===== config.mk =====
export PLATFORM = sky130hd
export DESIGN_NAME = accept_busy_guard
export DESIGN_NICKNAME = d
export VERILOG_FILES = /design/src/rtl/abg_pkg.sv /design/src/rtl/abg_match.sv /design/src/rtl/abg_satcnt.sv /design/src/rtl/accept_busy_guard.sv
export SDC_FILE = /design/constraint.sdc
export NUM_CORES = 1
export LEC_CHECK = 0
export BUFFER_PORTS_ARGS = -buffer_cell sky130_fd_sc_hd__buf_4
export CORE_AREA = 2 2 263 265
export CTS_CLUSTER_DIAMETER = 200
export DETAILED_ROUTE_END_ITERATION = 8
export DIE_AREA = 0 0 265 267
export HOLD_SLACK_MARGIN = 0.02
export PLACE_DENSITY_LB_ADDON = 0.1
export SLEW_MARGIN = 20
export SYNTH_ARGS = -nofsm -noshare
export SYNTH_HDL_FRONTEND = slang
export SYNTH_HIERARCHICAL = 1
export SYNTH_SLANG_ARGS = --single-unit

===== constraint.sdc =====
create_clock -name clk -period 3.1 [get_ports clk]
set_input_delay 0.775 -clock clk [delete_from_list [all_inputs] [get_ports clk]]
set_output_delay 0.775 -clock clk [all_outputs]
set_load 0.05 [all_outputs]

===== src/rtl/abg_pkg.sv =====
package abg_pkg;

    localparam int ABG_DEF_SECTIONS = 128;
    localparam int ABG_DEF_CNT_W    = 16;
    localparam int ABG_DEF_GROUP    = 16;

    // increment requests handed to the monitor counters
    typedef struct packed {
        logic tick;
        logic cycle;
    } abg_inc_t;

endpackage


===== src/rtl/abg_match.sv =====
module abg_match #(
    parameter int N   = 128,
    parameter int GRP = 16
) (
    input  logic [N-1:0] acc_i,
    input  logic [N-1:0] bsy_i,
    input  logic [N-1:0] en_i,
    output logic         hit_o
);

    localparam int NGRP = (N + GRP - 1) / GRP;
    localparam int PADW = NGRP * GRP;

    logic [PADW-1:0] acc_pad;
    logic [PADW-1:0] bsy_pad;
    logic [PADW-1:0] en_pad;
    logic [NGRP-1:0] grp_hit;

    assign acc_pad = PADW'(acc_i);
    assign bsy_pad = PADW'(bsy_i);
    assign en_pad  = PADW'(en_i);

    // one reduction per group keeps the final OR shallow
    for (genvar g = 0; g < NGRP; g++) begin : g_grp
        assign grp_hit[g] = |(acc_pad[g*GRP +: GRP]
                            & bsy_pad[g*GRP +: GRP]
                            & en_pad[g*GRP +: GRP]);
    end

    assign hit_o = |grp_hit;

endmodule


===== src/rtl/abg_satcnt.sv =====
module abg_satcnt #(
    parameter int W = 16
) (
    input  logic         clk,
    input  logic         rst_n,
    input  logic         clr_i,
    input  logic         inc_i,
    output logic [W-1:0] cnt_o
);

    localparam logic [W-1:0] MAXV = '1;

    typedef struct packed {
        logic [W-1:0] cnt;
    } cnt_st_t;

    cnt_st_t st_d, st_q;

    always_comb begin
        st_d = st_q;
        if (clr_i) begin
            st_d.cnt = '0;
        end else if (inc_i && (st_q.cnt != MAXV)) begin
            st_d.cnt = st_q.cnt + 1'b1;
        end
    end

    always_ff @(posedge clk or negedge rst_n) begin
        if (!rst_n) begin
            st_q <= '0;
        end else begin
            st_q <= st_d;
        end
    end

    assign cnt_o = st_q.cnt;

endmodule


===== src/rtl/accept_busy_guard.sv =====
module accept_busy_guard
    import abg_pkg::*;
#(
    parameter int N     = ABG_DEF_SECTIONS,
    parameter int CNT_W = ABG_DEF_CNT_W,
    parameter int GRP   = ABG_DEF_GROUP
) (
    input  logic             clk,
    input  logic             rst_n,
    input  logic [N-1:0]     accept_i,
    input  logic [N-1:0]     reject_i,
    input  logic [N-1:0]     busy_i,
    input  logic             part_wr_i,
    input  logic [N-1:0]     part_data_i,
    input  logic             waiting_i,
    input  logic             cycle_end_i,
    input  logic             clear_i,
    output logic             conflict_o,
    output logic [N-1:0]     part_mask_o,
    output logic [CNT_W-1:0] hold_ticks_o,
    output logic [CNT_W-1:0] held_cycles_o
);

    typedef struct packed {
        logic         conflict;
        logic         seen;
        logic [N-1:0] mask;
    } guard_st_t;

    guard_st_t st_d, st_q;
    abg_inc_t  inc_d;
    logic      hit;
    logic      unused_reject;

    // reject targets never gate distribution
    assign unused_reject = ^reject_i;

    abg_match #(
        .N   (N),
        .GRP (GRP)
    ) u_match (
        .acc_i (accept_i),
        .bsy_i (busy_i),
        .en_i  (st_q.mask),
        .hit_o (hit)
    );

    always_comb begin
        st_d          = st_q;
        inc_d.tick    = hit && waiting_i;
        inc_d.cycle   = cycle_end_i && (st_q.seen || inc_d.tick);
        st_d.conflict = hit;
        if (cycle_end_i) begin
            st_d.seen = 1'b0;
        end else if (inc_d.tick) begin
            st_d.seen = 1'b1;
        end
        if (part_wr_i) begin
            st_d.mask = part_data_i;
        end
    end

    always_ff @(posedge clk or negedge rst_n) begin
        if (!rst_n) begin
            st_q.conflict <= 1'b0;
            st_q.seen     <= 1'b0;
            st_q.mask     <= '1;
        end else begin
            st_q <= st_d;
        end
    end

    abg_satcnt #(
        .W (CNT_W)
    ) u_tick_cnt (
        .clk   (clk),
        .rst_n (rst_n),
        .clr_i (clear_i),
        .inc_i (inc_d.tick),
        .cnt_o (hold_ticks_o)
    );

    abg_satcnt #(
        .W (CNT_W)
    ) u_cycle_cnt (
        .clk   (clk),
        .rst_n (rst_n),
        .clr_i (clear_i),
        .inc_i (inc_d.cycle),
        .cnt_o (held_cycles_o)
    );

    assign conflict_o  = st_q.conflict;
    assign part_mask_o = st_q.mask;

endmodule


==> impl_metrics.tcl, run 1 <==
set metrics [dict create \
    skew_ns 0.0191 \
    numPortBuffers 550 \
    grt_max_degree 62 \
    fill_cells 7540 \
    combPwrFrac_pct 28.4 \
    fin_crit_sh_pct 93.5 \
    synth_area_mm2 0.00882 \
    cts_inserted_buffers 17 \
    first_pass_iters 4 \
    drtAntennaViolNets 0 \
    fp.dieH_um 267 \
    cts_tree "done" \
    dp_hpwl_mm 33.1 \
    outcome "finished, final reports clean" \
    yosysWarnings 6 \
    fin_crit_ns 2.90 \
    power.switching_uw 2260 \
    fin_ws_ns 0.202 \
    synthTopCellsByArea "dfstp_2 38%, mux2_2 16%, buf_4 11%" \
    final_common_cell "buf_4" \
    final_cell_mix "592 x buf_4, 128 x mux2_2, 128 x dfstp_2" \
    synth.distinct_cells 34 \
    antenna_found_initial 2 \
    p_leak_uw 0.00618 \
    hold_path.class "input pin to asynchronous set/reset pin" \
    io_pins 679 \
    finalPower_uw 6600 \
    htree_levels 4 \
    synth_top_area_share_pct 38.1 \
    r2r_end "u_tick_cnt/cnt_o[15]" \
    netlist_instances 765 \
    vias_per_cell 3.64 \
    rsz0062_at_grt "no" \
    yosysSeqAreaShare_pct 47.8 \
    cp-end-kind "flop" \
    initial_core_util_pct 13.0 \
    rr_worst_depth 11 \
    vdd_drop_max_mv 0.394 \
    cts_sinks 162 \
    rows 96 \
    fp.coreArea_mm2 0.0680 \
    syn_nets 1285 \
    layout-drive-gt1-share_pct 73.8 \
    clk_pin_slew_ns 0.07 \
    pwr_density_cell_mw_per_mm2 471 \
    die_area_mm2 0.0708 \
    internal-power_uw 4330 \
    avgSynthCellArea_um2 11.5 \
    drc 0 \
    r2r_start "part_mask_o[95]" \
    ys_ff_latch 162 \
    gr-usage-all-layers_pct 11.3 \
    holdBufCountCts 0 \
    gp_congestion 0.825 \
    crit_fanout 3 \
    reg2reg_slack_ns 0.20 \
    required_ns 3.47 \
    cp-start-kind "input pin" \
    drv_slew 0 \
    relSlewSlack_pct 47.7 \
    p_clk_share_pct 32.4 \
    grt_pass1_vias 8209 \
    routed_wl_mm 40.6 \
    sequentialPowerShare_pct 39.2 \
    synth_area_leader_cell "dfstp_2" \
    worst_pin_slew_ns 0.781 \
    path_class "input pin to flop" \
    arrival_ns 3.26 \
    grt_overflow 0 \
    wl_per_cell_um 19.1 \
    clock_latency_ns 0.48 \
    cap_viol_max_count 0 \
    cts.root.buffer_cell "clkbuf_16" \
    dp_slack_ns -1.06 \
    p_sw_share_pct 34.3 \
    syn2layout_area_growth_pct 58.7 \
    setup_viol 0 \
    die_width_um 265 \
    clk_path_buf_depth 2 \
    grt_pass1_wl_mm 57.0 \
    vias 7751 \
    fmax_mhz 345 \
    fin_nets 1754 \
    hold_viol_final 0 \
    drtIter0Drc 196 \
]
layer usage:
metal	GRT usage [%]	up-vias	wire, um
met3	4.25	35	3260
met4	4.18	2	967
met1	12.3	3744	15700
li1	-	3662	-
met5	0	-	12
met2	19.9	308	20700
final cells by class:
cell class / count / area, um2 / share of cell area, %
clock buffers: 20 / 468 / 3.34
diodes: 1 / 2.50 / 0.0179
well taps: 882 / 1100 / 7.88
inverters: 6 / 25.0 / 0.179
flip-flops and latches: 162 / 4210 / 30.1
multi-input cells: 445 / 3480 / 24.8
repair buffers: 602 / 4610 / 32.9
clock inverters: 12 / 98.8 / 0.706
power by group through the flow:
stage	Combinational (uW)	Clock (uW)	Sequential (uW)
after floorplan	1210	0	2550
after global placement	1890	0	2630
after detailed placement	1890	0	2630
after CTS	1910	2300	2600
after global routing	1980	2360	2620
final	1870	2140	2590
state kept, by name, indices dropped and copies added (netlist names):
signal             flops
st_q                   1
part_mask_o          128
conflict_o             1
u_cycle_cnt/cnt_o     16
u_tick_cnt/cnt_o      16
stage by stage:
step | util [%] | hold WS [ns] | TNS, ns | area (um2) | cells
after CTS | 20.6 | 0.317 | 0 | 14000 | 2129
after detailed placement | 19.6 | 0.474 | -30.65 | 13300 | 2096
after global routing | 20.6 | 0.332 | 0 | 14000 | 2129
after floorplan | - | 0.450 | 0 | 8820 | 765
final | 20.6 | 0.321 | 0 | 14000 | 2130
after global placement | 19.6 | 0.476 | -28.83 | 13300 | 2096
worst max path at each step:
stage / from / endpoint
5_1_grt: part_mask_o[117] / u_tick_cnt/cnt_o[15]
4_1_cts: part_mask_o[95] / u_tick_cnt/cnt_o[15]
3_3_place_gp: accept_i[41] / u_cycle_cnt/cnt_o[13]
3_5_place_dp: accept_i[41] / u_cycle_cnt/cnt_o[13]
6_report: accept_i[95] / u_tick_cnt/cnt_o[15]
2_1_floorplan: accept_i[111] / u_cycle_cnt/cnt_o[8]
critical path, stage by stage:
cell and delay (ns):
buf_4 0.11, nand3_1 0.07, nand4_1 0.17, or4_4 0.62, nor4_4 0.34, buf_4 0.18
nand4_1 0.10, buf_6 0.16, and2_1 0.19, nand3_1 0.14, nor4_1 0.08, mux2_1 0.33
kinds of logic (layout without fill, tap and decap cells):
logic type | after synthesis | after routing | synth area share (%)
compound gates | 68 | 68 | 4.87
other cells | 0 | 1 | 0
simple gates | 239 | 239 | 15.9
mux | 136 | 136 | 17.4
buf+inv | 158 | 640 | 13.8
fa+ha+maj | 2 | 2 | 0.284
flops | 162 | 162 | 47.8
cells in the mapped netlist (all sizes together):
| cell | instances |
|---|---|
| and2 | 1 |
| and3 | 23 |
| or3 | 6 |
| nor2b | 9 |
| nor2 | 9 |
| dfrtp | 34 |
| ha | 2 |
| nand4 | 40 |
| o211ai | 2 |
| nor3 | 2 |
| nand3 | 99 |
| nor4 | 14 |
| mux2 | 136 |
| nand3b | 2 |
| o31ai | 14 |
| a211oi | 2 |
| nand2 | 12 |
| o21ai | 8 |
| a31oi | 19 |
| a21oi | 23 |
| and4 | 4 |
| dfstp | 128 |
| inv | 6 |
| or4 | 18 |
| buf | 136 |
| clkbuf | 16 |
repair_timing:
item,in CTS,in global routing
resized for setup,18,2
setup buffers,1,0
pin swaps,3,2
setup endpoints to repair,32,27
Note: power is estimated with default switching activity, not from simulation.
==> inputs of run 2 (changes only) <==
- ABC_AREA: not set -> 1
==> impl_metrics.tcl, run 2 <==
set metrics [dict create \
    numPortBuffers 550 \
    synth.distinct_cells 26 \
    cts_tree "done" \
    synth_top_flop_cell "dfstp_2" \
    clock_latency_ns 0.48 \
    htree_levels 4 \
    fp.dieH_um 267 \
    drtIter0Drc 408 \
    arrival_ns 3.16 \
    die_area_mm2 0.0708 \
    fin_nets 2180 \
    fin_crit_sh_pct 89.4 \
    clk_path_buf_depth 2 \
    grt_pass1_vias 9180 \
    grt_overflow 0 \
    async_flop_share_pct 100 \
    dp_slack_ns -0.304 \
    p_clk_share_pct 35.7 \
    reg2reg_slack_ns 0.33 \
    hold_viol_final 0 \
    synth_top_area_share_pct 36.0 \
    gp_congestion 0.788 \
    fp.coreArea_mm2 0.0680 \
    routed_wl_mm 44.1 \
    ys_ff_latch 162 \
    clk_pin_slew_ns 0.07 \
    worst_pin_slew_ns 0.638 \
    wl_per_cell_um 17.3 \
    crit_fanout 13 \
    worstPathCellList "nand3_1, nand2_1, nor2_1, nand2_1, nor2_1, nand2_1, nor2_1, nand2_1, nand2_1, buf_4, inv_1, inv_1, nor2_2, nand3_1, o21ai_0" \
    syn_nets 1739 \
    final_cell_mix "576 x buf_4, 324 x nand2_1, 153 x inv_1" \
    yosysWarnings 6 \
    max_stage_delay_ns 0.56 \
    vias_per_cell 3.58 \
    drv_slew 0 \
    syn2layout_area_growth_pct 54.0 \
    grt_pass1_wl_mm 61.5 \
    yosys-top-cells-count "324 x nand2_1, 153 x inv_1, 152 x nand3_1" \
    synthTopCellsByArea "dfstp_2 36%, nand2_1 13%, buf_4 11%" \
    final_util_pct 21.2 \
    largest_reg_flops 128 \
    fin_crit_ns 2.77 \
    combPwrFrac_pct 26.3 \
    vdd_drop_max_mv 0.403 \
    die_width_um 265 \
    io_pins 679 \
    hold_path.class "input pin to asynchronous set/reset pin" \
    cts.root.buffer_cell "clkbuf_16" \
    synth_area_mm2 0.00934 \
    gr-usage-all-layers_pct 12.2 \
    synth_edf_count 0 \
    crit_top_cell "nand2_1" \
    pwr_density_cell_mw_per_mm2 468 \
    cpLargestDelayFamily "simple AND/OR/NAND/NOR gates" \
    cp-end-kind "flop" \
    internal-power_uw 4430 \
    final_common_cell "buf_4" \
    cp_slowest_cell "dfstp_2" \
    first_pass_iters 6 \
    cap_viol_max_count 0 \
    sequentialPowerShare_pct 38.0 \
    synth_area_leader_cell "dfstp_2" \
    skew_ns 0.0205 \
    relSlewSlack_pct 57.5 \
    crit_buf_inv 3 \
    yosysMostFrequentCell "nand2_1" \
    path_class "flop to flop" \
    initial_core_util_pct 13.7 \
    fin_ws_ns 0.329 \
    cts_inserted_buffers 17 \
    netlist_instances 1219 \
    yosysSeqAreaShare_pct 45.1 \
    cts_sinks 162 \
    layout-drive-gt1-share_pct 45.8 \
    avgSynthCellArea_um2 7.66 \
    antenna_found_initial 7 \
    post_cts.repair.setup_buffers 0 \
    fmax_mhz 361 \
    required_ns 3.49 \
    dp_hpwl_mm 35.8 \
    outcome "finished, final reports clean" \
    rsz0062_at_grt "no" \
    p_leak_uw 0.00723 \
    setup_viol 0 \
    power.switching_uw 2290 \
    vias 9142 \
    p_sw_share_pct 34.1 \
    rows 96 \
    grt_max_degree 85 \
    holdBufCountCts 0 \
    drc 0 \
    cp-start-kind "flop" \
    drtAntennaViolNets 0 \
]
[run 2: cell count changes after synthesis, moves of 14 or more]
cell	previous run	this run
a21oi_1	23	4
nand3_1	99	152
o31ai_1	14	0
buf_2	0	26
or4_1	14	0
o21ai_0	2	136
nand2_1	12	324
nor2_1	9	70
nand4_1	38	18
a31oi_1	19	0
inv_1	6	153
mux2_2	128	0
and3_1	23	0
[run 2: kinds of logic after synthesis]
group	Yosys count	share of synthesized area (%)
AOI/OAI and AO/OA	146	8.17
xor gates and xnor gates	10	0.938
adders and majority gates	2	0.268
buffers and inverters	319	18.8
DFF	162	45.1
and+or+nand+nor	580	26.7
[run 2: what timing repair did]
action | 4_1_cts | 5_1_grt
setup endpoints to repair | 20 | 0
gates resized for setup | 2 | 0
hold endpoints to repair | 0 | 0
[run 2: power by group through the flow]
stage | Clock (uW) | Combinational [uW] | Sequential (uW)
floorplan | 0 | 1100 | 2520
global placement | 0 | 1810 | 2600
detailed placement | 0 | 1810 | 2600
CTS | 2590 | 1820 | 2570
global route | 2620 | 1910 | 2590
finish | 2400 | 1770 | 2550
[run 2: layer usage]
metal	GRT usage [%]	wire length, um
met5	0	44
met4	3.45	612
met1	13.7	17600
met2	21.7	22300
met3	4.10	3470
[run 2: worst paths after layout]
kind | from | to | depth (start not counted)
setup / recovery | part_mask_o[92] | u_tick_cnt/cnt_o[0] | 15
hold / removal | rst_n | u_cycle_cnt/cnt_o[0] | 1
setup reg to reg | part_mask_o[92] | u_tick_cnt/cnt_o[0] | 15
hold reg to reg | part_mask_o[87] | part_mask_o[87] | 2
max in group asynchronous | rst_n | part_mask_o[114] | 2
min in group clk | cycle_end_i | st_q[128] | 2
[run 2: through the flow]
step | power [uW] | hold WS, ns | cell area (um2) | std cells | TNS [ns]
global placement | 4410 | 0.471 | 13700 | 2523 | -8.44
global route | 7120 | 0.259 | 14400 | 2554 | 0
detailed placement | 4410 | 0.470 | 13700 | 2523 | -6.93
CTS | 6970 | 0.217 | 14400 | 2554 | 0
floorplan | 3630 | 0.456 | 9340 | 1219 | 0
finish | 6730 | 0.251 | 14400 | 2555 | 0
[run 2: cell type report]
class                   count  area, um2
repair buffers            584       4470
inverters                 157        594
diodes                      1       2.50
flip-flops and latches    162       4210
well taps                 882       1100
multi-input cells         738       3370
clock inverters            12        169
clock buffers              19        464
fillers                  7657      53600
==> inputs of run 3 (changes only) <==
- clock period: 3.1 -> 3.6 ns (I/O delays scaled with it)
==> impl_metrics.tcl, run 3 (synthesis results as in run 2) <==
set metrics [dict create \
    drc 0 \
    final_util_pct 20.8 \
    cap_viol_max_count 0 \
    clk_path_buf_depth 2 \
    cts.root.buffer_cell "clkbuf_16" \
    hold_path.class "input pin to asynchronous set/reset pin" \
    cp-end-kind "flop" \
    cp-start-kind "flop" \
    drv_slew 0 \
    max_stage_delay_ns 0.74 \
    clk_pin_slew_ns 0.08 \
    layout-drive-gt1-share_pct 44.8 \
    fin_crit_sh_pct 83.1 \
    worstPathCellList "nand3_1, nand2_1, nor2_1, nand2_1, nor2_1, nand2_1, nor2_1, nand2_1, nand2_1, inv_1, inv_1, nor2_1, nand4_1, nand2_1" \
    setup_tns_ns 0 \
    hold_viol_final 0 \
    fin_nets 2155 \
    vias_per_cell 3.55 \
    wl_per_cell_um 17.2 \
    post_cts.repair.setup_buffers 0 \
    initial_core_util_pct 13.7 \
    final_cell_mix "553 x buf_4, 324 x nand2_1, 153 x inv_1" \
    cts_inserted_buffers 17 \
    gr-usage-all-layers_pct 12.2 \
    final_common_cell "buf_4" \
    largest_reg_flops 128 \
    dp_hpwl_mm 35.5 \
    crit_buf_inv 2 \
    vias 9001 \
    first_pass_iters 6 \
    die_area_mm2 0.0708 \
    io_pins 679 \
    drtIter0Drc 365 \
    fmax_mhz 334 \
    cts_tree "done" \
    die_width_um 265 \
    finalPower_uw 5590 \
    holdBufCountCts 0 \
    gp_congestion 0.787 \
    met1_length_mm 17.9 \
    fin_crit_ns 2.99 \
    grt_pass1_wl_mm 62.2 \
    vdd_drop_max_mv 0.366 \
    routed_wl_mm 43.5 \
    path_class "flop to flop" \
    htree_levels 4 \
    outcome "finished, final reports clean" \
    crit_fanout 13 \
    fp.coreArea_mm2 0.0680 \
    cpLargestDelayFamily "simple AND/OR/NAND/NOR gates" \
    setup_viol 0 \
    grt_overflow 0 \
    worst_pin_slew_ns 0.971 \
    grt_max_degree 87 \
    clock_latency_ns 0.49 \
    fp.dieH_um 267 \
    cp_slowest_cell "nor2_1" \
    cts_sinks 162 \
    dr_wl_met3_mm 3.26 \
    rows 96 \
    highest-signal-layer "met5" \
    reg2reg_slack_ns 0.61 \
    numPortBuffers 550 \
    instances_no_fill 2532 \
    wl_met2_mm 21.8 \
    p_leak_uw 0.00708 \
    pwr_density_cell_mw_per_mm2 396 \
    dp_cells 2498 \
    arrival_ns 3.40 \
    required_ns 4.01 \
    syn2layout_area_growth_pct 51.2 \
    antenna_found_initial 4 \
    drtAntennaViolNets 0 \
    crit_top_cell "nand2_1" \
    grt_pass1_vias 9231 \
    skew_ns 0.0168 \
    cts_resized 0 \
    rsz0062_at_grt "no" \
    relSlewSlack_pct 35.1 \
]
[run 3: layout make-up]
cell class | instances | area [um2]
tap | 882 | 1100
sequential | 162 | 4210
fill | 7716 | 53900
clock buffer | 17 | 425
antenna | 2 | 5.00
timing repair buffer | 559 | 4250
inverter | 157 | 594
clock inverter | 15 | 163
multi-input combinational | 738 | 3370
[run 3: path summary, 6_finish.rpt]
check | startpoint | endpoint | cells past startpoint
max in group asynchronous | rst_n | part_mask_o[49] | 2
setup / recovery | part_mask_o[92] | u_tick_cnt/cnt_o[11] | 14
hold reg to reg | part_mask_o[87] | part_mask_o[87] | 2
setup reg to reg | part_mask_o[92] | u_tick_cnt/cnt_o[11] | 14
min in group clk | part_mask_o[87] | part_mask_o[87] | 2
hold / removal | rst_n | u_cycle_cnt/cnt_o[3] | 1
[run 3: power breakdown]
part | switching [uW] | leakage (uW) | internal, uW
registers | 149 | 0.00181 | 2060
clock network | 974 | 0.000290 | 930
logic | 915 | 0.00498 | 563
total | 2040 | 0.00708 | 3550
[run 3: stage by stage]
stage	hold WS [ns]	setup slack, ns	area (um2)
floorplan	0.456	1.33	9340
global placement	0.471	0.0583	13500
detailed placement	0.473	0.0566	13500
CTS	0.449	0.447	14100
global route	0.486	0.272	14100
finish	0.461	0.610	14100
[run 3: layer usage]
layer | vias to the layer above | track usage, %
li1 | 4552 | -
met2 | 315 | 21.5
met1 | 4105 | 14.2
met5 | - | 0
met3 | 27 | 3.87
met4 | 2 | 3.28
[run 3: worst reg2reg max path, cell delays in order, from the launching register on]
cell	delay (ns)
dfstp_2	0.56
nand3_1	0.20
nand2_1	0.19
nor2_1	0.06
nand2_1	0.10
nor2_1	0.05
nand2_1	0.05
nor2_1	0.04
nand2_1	0.22
nand2_1	0.17
inv_1	0.17
inv_1	0.06
nor2_1	0.74
nand4_1	0.21
nand2_1	0.12
